$ cat src/rtl/dram_age_pkg.sv
package dram_age_pkg;

  function automatic int unsigned row_bits_f(input int unsigned dens);
    return 7 + dens;
  endfunction

  function automatic int unsigned limit_f(input int unsigned dens, input int unsigned l0,
                                         input int unsigned l1, input int unsigned l2);
    return (dens == 0) ? l0 : ((dens == 1) ? l1 : l2);
  endfunction

  // room for limit plus one full scan pass, plus one bit of margin
  function automatic int unsigned cnt_bits_f(input int unsigned limit, input int unsigned rows);
    return $clog2(limit + rows + 2) + 1;
  endfunction

endpackage

$ cat src/rtl/row_stamp_store.sv
module row_stamp_store #(
  parameter int unsigned ROW_W = 7,
  parameter int unsigned CNT_W = 16,
  localparam int unsigned ROWS = 1 << ROW_W
) (
  input  logic             clk_i,
  input  logic             rst_ni,
  input  logic             wr_en_i,
  input  logic [ROW_W-1:0] wr_row_i,
  input  logic [CNT_W-1:0] wr_stamp_i,
  input  logic             mark_i,
  input  logic [ROW_W-1:0] rd_row_i,
  output logic [CNT_W-1:0] rd_stamp_o,
  output logic             rd_expired_o
);

  logic [CNT_W-1:0] stamp_q [ROWS];
  logic             exp_q   [ROWS];

  for (genvar r = 0; r < ROWS; r++) begin : g_row
    always_ff @(posedge clk_i or negedge rst_ni) begin
      if (!rst_ni) begin
        stamp_q[r] <= '0;
        exp_q[r]   <= 1'b0;
      end else if (wr_en_i && wr_row_i == ROW_W'(r)) begin
        stamp_q[r] <= wr_stamp_i;
        exp_q[r]   <= 1'b0;
      end else if (mark_i && rd_row_i == ROW_W'(r)) begin
        exp_q[r]   <= 1'b1;
      end
    end
  end

  assign rd_stamp_o   = stamp_q[rd_row_i];
  assign rd_expired_o = exp_q[rd_row_i];

  // a row being refreshed must never be marked expired in the same cycle
  assert_mark_vs_refresh_R10: assert property (@(posedge clk_i) disable iff (!rst_ni)
    !(mark_i && wr_en_i && (wr_row_i == rd_row_i)));

endmodule

$ cat src/rtl/age_scanner.sv
module age_scanner #(
  parameter int unsigned ROW_W = 7,
  parameter int unsigned CNT_W = 16,
  parameter int unsigned LIMIT = 9545
) (
  input  logic             clk_i,
  input  logic             rst_ni,
  input  logic [CNT_W-1:0] stamp_i,
  input  logic             expired_i,
  input  logic             same_row_acc_i,
  output logic [ROW_W-1:0] scan_row_o,
  output logic [CNT_W-1:0] now_o,
  output logic             hit_o
);

  logic [ROW_W-1:0] scan_q;
  logic [CNT_W-1:0] now_q;
  logic [CNT_W-1:0] age;
  logic [CNT_W-1:0] boot_q;

  always_ff @(posedge clk_i or negedge rst_ni) begin
    if (!rst_ni) begin
      scan_q <= '0;
      now_q  <= '0;
    end else begin
      scan_q <= scan_q + 1'b1;
      now_q  <= now_q + 1'b1;
    end
  end

  // saturating cycles-since-reset, used by the startup property
  always_ff @(posedge clk_i or negedge rst_ni) begin
    if (!rst_ni)                        boot_q <= '0;
    else if (boot_q <= CNT_W'(LIMIT))   boot_q <= boot_q + 1'b1;
  end

  assign age        = now_q - stamp_i;
  assign hit_o      = !expired_i && !same_row_acc_i && (age > CNT_W'(LIMIT));
  assign scan_row_o = scan_q;
  assign now_o      = now_q;

  assert_scan_round_robin_R5: assert property (@(posedge clk_i) disable iff (!rst_ni)
    1'b1 |=> scan_row_o == ROW_W'($past(scan_row_o) + 1'b1));

  assert_no_early_expiry_R9: assert property (@(posedge clk_i) disable iff (!rst_ni)
    (boot_q <= CNT_W'(LIMIT)) |-> !hit_o);

endmodule

$ cat src/rtl/decay_err_track.sv
module decay_err_track #(
  parameter int unsigned ROW_W = 7
) (
  input  logic             clk_i,
  input  logic             rst_ni,
  input  logic             hit_i,
  input  logic [ROW_W-1:0] row_i,
  input  logic             clear_i,
  output logic             warn_o,
  output logic             err_o,
  output logic [ROW_W-1:0] err_row_o
);

  logic             warn_q, err_q;
  logic [ROW_W-1:0] row_q;

  always_ff @(posedge clk_i or negedge rst_ni) begin
    if (!rst_ni) begin
      warn_q <= 1'b0;
      err_q  <= 1'b0;
      row_q  <= '0;
    end else begin
      warn_q <= hit_i;
      if (hit_i) begin
        err_q <= 1'b1;
        if (!err_q || clear_i) row_q <= row_i;
      end else if (clear_i) begin
        err_q <= 1'b0;
      end
    end
  end

  assign warn_o    = warn_q;
  assign err_o     = err_q;
  assign err_row_o = row_q;

  assert_err_sticky_R7: assert property (@(posedge clk_i) disable iff (!rst_ni)
    (err_o && !clear_i) |=> err_o);

  assert_clear_drops_R7: assert property (@(posedge clk_i) disable iff (!rst_ni)
    (clear_i && !hit_i) |=> !err_o);

  assert_warn_implies_err_R7: assert property (@(posedge clk_i) disable iff (!rst_ni)
    warn_o |-> err_o);

  assert_row_hold_R8: assert property (@(posedge clk_i) disable iff (!rst_ni)
    (err_o && !clear_i) |=> $stable(err_row_o));

endmodule

$ cat src/rtl/dram_row_age_mon.sv
module dram_row_age_mon
  import dram_age_pkg::*;
#(
  parameter int unsigned DENSITY = 0,
  parameter int unsigned ADDR_W  = 20,
  parameter int unsigned RET_D0  = 9545,
  parameter int unsigned RET_D1  = 19090,
  parameter int unsigned RET_D2  = 38180,
  localparam int unsigned ROW_W  = row_bits_f(DENSITY)
) (
  input  logic              clk_i,
  input  logic              rst_ni,
  input  logic              acc_valid_i,
  input  logic [ADDR_W-1:0] acc_addr_i,
  input  logic              err_clear_i,
  output logic              warn_o,
  output logic              err_o,
  output logic [ROW_W-1:0]  err_row_o
);

  localparam int unsigned ROWS  = 1 << ROW_W;
  localparam int unsigned LIMIT = limit_f(DENSITY, RET_D0, RET_D1, RET_D2);
  localparam int unsigned CNT_W = cnt_bits_f(LIMIT, ROWS);

  logic [ROW_W-1:0] acc_row, scan_row;
  logic [CNT_W-1:0] now, stamp;
  logic             expired, hit, same_row;
  logic             unused_hi_bits;

  assign acc_row        = acc_addr_i[ROW_W-1:0];
  assign unused_hi_bits = ^acc_addr_i[ADDR_W-1:ROW_W];
  assign same_row       = acc_valid_i && (acc_row == scan_row);

  row_stamp_store #(.ROW_W(ROW_W), .CNT_W(CNT_W)) u_store (
    .clk_i        (clk_i),
    .rst_ni       (rst_ni),
    .wr_en_i      (acc_valid_i),
    .wr_row_i     (acc_row),
    .wr_stamp_i   (now),
    .mark_i       (hit),
    .rd_row_i     (scan_row),
    .rd_stamp_o   (stamp),
    .rd_expired_o (expired)
  );

  age_scanner #(.ROW_W(ROW_W), .CNT_W(CNT_W), .LIMIT(LIMIT)) u_scan (
    .clk_i          (clk_i),
    .rst_ni         (rst_ni),
    .stamp_i        (stamp),
    .expired_i      (expired),
    .same_row_acc_i (same_row),
    .scan_row_o     (scan_row),
    .now_o          (now),
    .hit_o          (hit)
  );

  decay_err_track #(.ROW_W(ROW_W)) u_track (
    .clk_i     (clk_i),
    .rst_ni    (rst_ni),
    .hit_i     (hit),
    .row_i     (scan_row),
    .clear_i   (err_clear_i),
    .warn_o    (warn_o),
    .err_o     (err_o),
    .err_row_o (err_row_o)
  );

  assert_same_cycle_refresh_R10: assert property (@(posedge clk_i) disable iff (!rst_ni)
    (acc_valid_i && acc_row == scan_row) |=> !warn_o);

endmodule

$ cat config.mk
export PLATFORM = sky130hd
export DESIGN_NAME = dram_row_age_mon
export DESIGN_NICKNAME = d
export VERILOG_FILES = /design/src/rtl/dram_age_pkg.sv /design/src/rtl/row_stamp_store.sv /design/src/rtl/age_scanner.sv /design/src/rtl/decay_err_track.sv /design/src/rtl/dram_row_age_mon.sv
export SDC_FILE = /design/constraint.sdc
export NUM_CORES = 2
export LEC_CHECK = 0
export BUFFER_PORTS_ARGS = -buffer_cell sky130_fd_sc_hd__buf_4
export CAP_MARGIN = 0
export CORE_MARGIN = 5
export CORE_UTILIZATION = 55
export CTS_BUF_LIST = sky130_fd_sc_hd__clkbuf_8 sky130_fd_sc_hd__clkbuf_16
export DETAILED_ROUTE_END_ITERATION = 12
export GPL_ROUTABILITY_DRIVEN = 0
export MAX_ROUTING_LAYER = met4
export PLACE_DENSITY_LB_ADDON = 0.3
export SYNTH_ARGS = -nofsm -noshare
export SYNTH_HDL_FRONTEND = slang
export SYNTH_HIERARCHICAL = 1
export SYNTH_SLANG_ARGS = --single-unit
export TNS_END_PERCENT = 5
$ cat constraint.sdc
create_clock -name clk_i -period 13.2 [get_ports clk_i]
set_input_delay 0 -clock clk_i [delete_from_list [all_inputs] [get_ports clk_i]]
set_output_delay 0 -clock clk_i [all_outputs]
set_load 0.02 [all_outputs]
### After elaboration in Yosys (flattened, before gate mapping)

Cells that the tools add are included.

| word-level totals | value |
|---|---|
| bits in registers | 2,079 |
| bits in latches | 0 |
| bits in writable memories | 0 |
| bits in read-only memories | 0 |
| output and inout port bits | 9 |
| memories | 0 |

| cells by class | value |
|---|---|
| add/sub/neg operators | 3 |
| $mul | 0 |
| divide/modulo/power cells | 0 |
| $lt $le $gt $ge | 2 |
| eq/ne operators | 255 |
| shift operators | 0 |
| multiplexer cells | 264 |
| bitwise logic cells | 1 |
| reduce and logical (&&, ||, !) cells | 395 |

Operators by type and width:

| operator | number |
|---|---|
| == test 7 bit, second input constant | 128 |
| == test 7 x 6 -> 1 bit, second input constant | 64 |
| 2-to-1 mux 1 bit | 260 |
| logical AND 1 bit | 259 |
| nonzero test 2 bit | 129 |
| == test 7 x 5 -> 1 bit, second input constant | 32 |
| == test 7 x 4 -> 1 bit, second input constant | 16 |
| binary-select mux 15 bit (select 7 bit) | 1 |
| == test 7 x 3 -> 1 bit, second input constant | 8 |
| 2-to-1 mux 15 bit | 2 |
| == test 7 x 2 -> 1 bit, second input constant | 4 |
| adder 15 x 1 -> 15 bit, second input constant | 1 |
| greater-than comparator 15 x 14 -> 1 bit, second input constant | 1 |
| subtractor 15 bit | 1 |
| == test 7 x 1 -> 1 bit, second input constant | 2 |
| zero test 7 bit | 2 |
| >= comparator 8 bit, second input constant | 1 |
| inverter 7 -> 8 bit | 1 |
| adder 7 x 1 -> 7 bit, second input constant | 1 |
| binary-select mux 1 bit (select 7 bit) | 1 |
| == test 7 bit | 1 |
| zero test 1 bit | 3 |
| AND reduction 2 bit | 1 |
| logical OR 1 bit | 1 |

### Longest topological paths before layout

| logic depth | value |
|---|---|
| depth after elaboration | 10 |
| gate-level depth with buffers | 26 |
| mapped depth without buffers | 20 |

### Hierarchy

The synthesis kept the hierarchy.

By module, submodules not included:

| module | instances | cells an instance | area each (um^2) | seq. area each (um^2) |
|---|---|---|---|---|
| row_stamp_store | 1 | 6,366 | 93,628.5 | 51,249.2 |
| age_scanner | 1 | 209 | 1,801.7 | 550.5 |
| decay_err_track | 1 | 19 | 362.8 | 225.2 |
| dram_row_age_mon | 1 | 10 | 77.6 | 0.0 |

### Worst setup path before layout

No wires, ideal clock.

| timing | value |
|---|---|
| kind | register to register |
| start point | reg u_scan.scan_q[0] (netlist: u_scan/scan_row_o[0]) |
| end point | reg u_store/exp_q[103] (netlist bit) |
| setup time | 0.078 ns |
| data arrival time | 4.979 ns |
| required time | 13.122 ns |
| path slack | 8.144 ns |
| cell stages (with the launch flop) | 20 |
| buffers on the path | 3 |
| cell sequence | dfrtp_1 -> buf_2 -> buf_2 -> buf_2 -> mux4_2 -> a22oi_1 -> nand3_1 -> o32a_1 -> ha_1 -> nand2b_1 -> a211oi_4 -> o21ai_2 -> a211o_1 -> a311oi_2 -> o311ai_1 -> o211ai_1 -> nand2_1 -> nor3_1 -> a21oi_1 -> a21oi_1 |

| between the ends | value |
|---|---|
| longest elaborated chain between the ends | 9 |
| elaborated cells on any way between the ends | 18 |
| classes of those cells | 1 x add/sub; 1 x order compare; 2 x eq/ne; 6 x mux; 1 x bitwise; 7 x reduce/logical |

Ends and longest elaborated chain:

| element | line | source |
|---|---|---|
| start: declaration | age_scanner.sv:16 | `logic [ROW_W-1:0] scan_q;` |
| start signal: assignment | age_scanner.sv:26 | `scan_q <= scan_q + 1'b1;` |
| inverter 7 -> 8 bit (not written as such) | row_stamp_store.sv:34 | `assign rd_stamp_o = stamp_q[rd_row_i];` |
| binary-select mux 15 bit (select 7 bit) | row_stamp_store.sv:34 |  |
| 2-to-1 mux 15 bit (not written as such) (2 in series) | row_stamp_store.sv:34 |  |
| via stamp[0] | dram_row_age_mon.sv:26 | `logic [CNT_W-1:0] now, stamp;` |
| subtractor 15 bit | age_scanner.sv:37 | `assign age = now_q - stamp_i;` |
| greater-than comparator 15 x 14 -> 1 bit | age_scanner.sv:38 | `assign hit_o = !expired_i && !same_row_acc_i && (age > CNT_W'(LIMIT));` |
| logical AND 1 bit | age_scanner.sv:38 |  |
| via hit | dram_row_age_mon.sv:27 | `logic expired, hit, same_row;` |
| logical AND 1 bit | row_stamp_store.sv:28 | `end else if (mark_i && rd_row_i == ROW_W'(r)) begin` |
| nonzero test 2 bit (no line) | n/a |  |
| end signal: indexed assignment | row_stamp_store.sv:24 | `exp_q[r] <= 1'b0;` |
| end signal: indexed assignment | row_stamp_store.sv:27 | `exp_q[r] <= 1'b0;` |
| end signal: indexed assignment | row_stamp_store.sv:29 | `exp_q[r] <= 1'b1;` |
| end: declaration | row_stamp_store.sv:18 | `logic exp_q [ROWS];` |

The timed path passes the listed nets, and every way through them passes these cells. The select of a mux whose other input is x is not followed.
A chain may end at the register's enable or synchronous reset.

### Worst setup path in the final report

| timing | value |
|---|---|
| start point | reg u_scan.scan_q[3] (netlist: u_scan/scan_row_o[3]) |
| end point | reg u_store/exp_q[78] (netlist bit) |

The elaborated chain is that of the path after synthesis.

==> out/metrics.cfg <==
[run_status]
status=completed

[cells_and_area]
n_fill_cell=13100
nets=6480
drive_gt1_frac=0.437
area_growth_syn_to_layout_pct=9.45

[clock_tree]
clkLatencyLatePin_ns=0.87
cts_tree=built
cts_max_path_buffers=3
clk_pin_slew_ns=0.07
cts-buffers-inserted=208
htreeDepth=4
cts_sinks=2079
root_buffer=clkbuf_16
cts_setup_buffers=0

[timing]
setup_viol=0
tightest_slew_ns=1.43
maxSlewHeadroom=0.0435
clock.fmax_mhz=114
skew_ns=0.0572
period_needed_ns=8.80
tns_ns=0
setup_slack_ns=4.40
hold_violations=0
slew_viol_final=0
final.period_utilization=0.667
rsz0062_at_grt=no

[synthesis]
synth_flop_cell=dfrtp_1
yosys-top-cells-area=dfrtp_1 (54%), mux2_2 (22%), mux4_2 (8.5%)
yosysUniqueCellTypes=74
avgSynthCellArea_sq_um=14.5
synth_fp_nets=6645
synth_edf_count=0
ys_ff_latch=2079
synthArstFlopShare=1.00
synth.top_cell.area_share=0.543
ys_warn_count=6
ys_seq_area_frac=0.543
synthesis.instances=6604
synth_top_cell_by_area=dfrtp_1
syn_area_sq_um=95900

[placement]
portBuffers=19
hpwl_mm=165
pre_cts_slack_ns=5.09

[die]
die-height_microns=428
initial_utilization=0.552
core_area_sq_um=174000
dieArea_sq_um=183000
dieWidth_microns=428
ioPinCount=33
rows=153

[hold_path]
min_path_cells=4
min_from=err_clear_i
hold_end=u_track/err_o$_DFFE_PN0P_
hold_class=primary input to flop

[grt]
overflow=0
grt_pass1_wl_mm=401
grt_pass1_vias=60000
grt_usage=0.304
grt_start_max_net_pins=185
grt_antenna_before_repair=9

[detailed_routing]
drc=0
drt_wl_total_mm=268
drt_iter0_drc=5874
postRouteAntennaNets=0
vias=58400
viasPerCell=6.53
post_drt_wl_per_cell_microns=30.0
drtPass1Iterations=8

[pwr]
cellPowerDensity_nw_per_um2=124
vdd_ir_drop_max_mv=0.123
leakage_nw=49.7

[worst_setup_path]
crit_path_start_kind=flop
slowest_delay_ns=0.88
reg2reg_to=u_store/exp_q[78]$_DFFE_PN0P_
path_max_fanout=49
crit_path_end_kind=flop
crit_slowest_cell=dfrtp_4
reg2reg_slack_ns=4.40
criticalPathCategory=flop to flop
reg2reg_depth=22
reg2reg_from=u_scan/scan_row_o[3]$_DFF_PN0_
worstPathCellList=buf_4, and2_2, buf_4, a22oi_1, nand3_1, o21ai_0, a31oi_1, a41oi_1, inv_1, ha_1, nand4_1, nor2_1, o21ai_2, a211o_1, a311oi_2, o311ai_1, o211ai_1, nand2_1, nor2_1, a21oi_1, a21oi_1, dlygate4sd3_1
cp.required_ns=14.01
cp.arrival_ns=9.61

[run]
max-cap-violations=0

[state kept, by name, indices dropped and copies added (netlist names)]
register / flops
u_scan/now_o: 15
u_scan/scan_row_o: 7
u_store/exp_q: 128
u_store/stamp_q: 1920
u_track/err_o: 1
u_track/err_row_o: 7
u_track/warn_o: 1
[power breakdown]
| group | internal, mW | leakage (nW) | switching, mW |
|---|---|---|---|
| logic | 0.211 | 17.3 | 0.265 |
| registers | 6.53 | 28.7 | 0.0786 |
| clock network | 3.34 | 3.69 | 2.57 |
| total | 10.1 | 49.7 | 2.91 |
[synthesized netlist by cell type (19+ instances only)]
| master | n |
|---|---|
| dfrtp_1 | 2079 |
| mux2_2 | 1914 |
| mux4_2 | 362 |
| clkbuf_1 | 351 |
| mux2i_1 | 343 |
| a21oi_1 | 247 |
| nor2_1 | 230 |
| nand2_1 | 219 |
| a22oi_1 | 168 |
| buf_2 | 143 |
| nand3_1 | 52 |
| buf_6 | 44 |
| o21ai_0 | 39 |
| buf_4 | 32 |
| nor3_1 | 26 |
| xnor2_1 | 25 |
| nor2b_1 | 22 |
| a221oi_1 | 21 |
| inv_1 | 20 |
| a22o_1 | 19 |
| nand4_1 | 19 |
[metrics by stage]
| stage | cells | instance area (sq um) | hold slack, ns | power [mW] | util |
|---|---|---|---|---|---|
| 2_1_floorplan | 6604 | 95900 | -0.296 | 6.96 | - |
| 3_3_place_gp | 8536 | 97700 | 0.0546 | 7.17 | 0.563 |
| 3_5_place_dp | 8536 | 97700 | 0.0666 | 7.20 | 0.563 |
| 4_1_cts | 8941 | 105000 | 0.0938 | 13.1 | 0.604 |
| 5_1_grt | 8947 | 105000 | 0.151 | 13.4 | 0.604 |
| 6_report | 8951 | 105000 | 0.154 | 13.0 | 0.604 |
[layer usage]
metal	GRT usage	wire [microns]	share of wire
met3	0.0809	24300	0.091
met4	0.137	14900	0.056
met1	0.401	108000	0.40
met2	0.445	121000	0.45
met5	-	0	0
[cell type report]
cell class / count / area [sq um] / share of cell area
Clock buffer: 266 / 6010 / 0.0573
Timing Repair Buffer: 212 / 1850 / 0.0176
Multi-Input combinational cell: 3917 / 41000 / 0.391
Inverter: 21 / 78.8 / 0.000751
Clock inverter: 121 / 953 / 0.00909
Tap cell: 2325 / 2910 / 0.0277
Antenna cell: 10 / 25.0 / 0.000238
Sequential cell: 2079 / 52100 / 0.496
[critical path: cells and delay by family (launching register included)]
family / cells / cell delay, ns
compound gates: 11 / 3.03
fa+ha+maj: 1 / 0.36
buf+inv: 4 / 2.20
flops: 1 / 0.88
simple gates: 6 / 2.13
[repair_timing]
| action | in CTS | in global routing |
|---|---|---|
| resized for setup | 0 | 0 |
| hold buffers | 18 | 0 |
| hold endpoints to repair | 639 | 0 |
[cell families after synthesis]
logic type / share of synthesized area
flip-flops: 0.543
adder cells (fa/ha/maj): 0.00230
buffers and inverters: 0.0314
AND/OR/NAND/NOR: 0.0298
AO/OA/AOI/OAI: 0.0388
XOR/XNOR: 0.00338
multiplexers: 0.352
[cells in the final DEF (no fill, tap or decap), types with 10 or more instances in the layout]
cell	count
dfrtp_1	2057
mux2_2	1914
mux4_2	362
mux2i_1	343
a21oi_1	247
nand2_1	219
clkbuf_16	209
nor2_1	194
buf_4	179
a22oi_1	168
inv_1	84
clkbuf_8	57
nand3_1	52
o21ai_0	39
nor2_2	34
clkinv_2	33
xnor2_1	25
nor3_1	22
a221oi_1	21
nand4_1	19
a22o_1	19
dfrtp_4	18
dlygate4sd3_1	17
nor2b_1	17
mux4_1	17
ha_1	16
o211ai_1	15
buf_12	14
and3_1	13
xor2_1	12
and2_1	12
o32a_1	11
diode_2	10
[how the worst max path moves through the flow]
stage | from | end | slack (ns) | cells past startpoint
after floorplan | u_scan/scan_row_o[0]$_DFF_PN0_ | u_store/exp_q[103]$_DFFE_PN0P_ | 8.14 | 19
after global placement | u_scan/scan_row_o[3]$_DFF_PN0_ | u_store/exp_q[55]$_DFFE_PN0P_ | 5.22 | 20
after detailed placement | u_scan/scan_row_o[3]$_DFF_PN0_ | u_store/exp_q[66]$_DFFE_PN0P_ | 5.09 | 20
after CTS | u_scan/scan_row_o[3]$_DFF_PN0_ | u_store/exp_q[78]$_DFFE_PN0P_ | 4.84 | 21
after global routing | u_scan/scan_row_o[0]$_DFF_PN0_ | u_store/exp_q[78]$_DFFE_PN0P_ | 4.33 | 21
final | u_scan/scan_row_o[3]$_DFF_PN0_ | u_store/exp_q[78]$_DFFE_PN0P_ | 4.40 | 22
(Power assumes the default switching activity.)
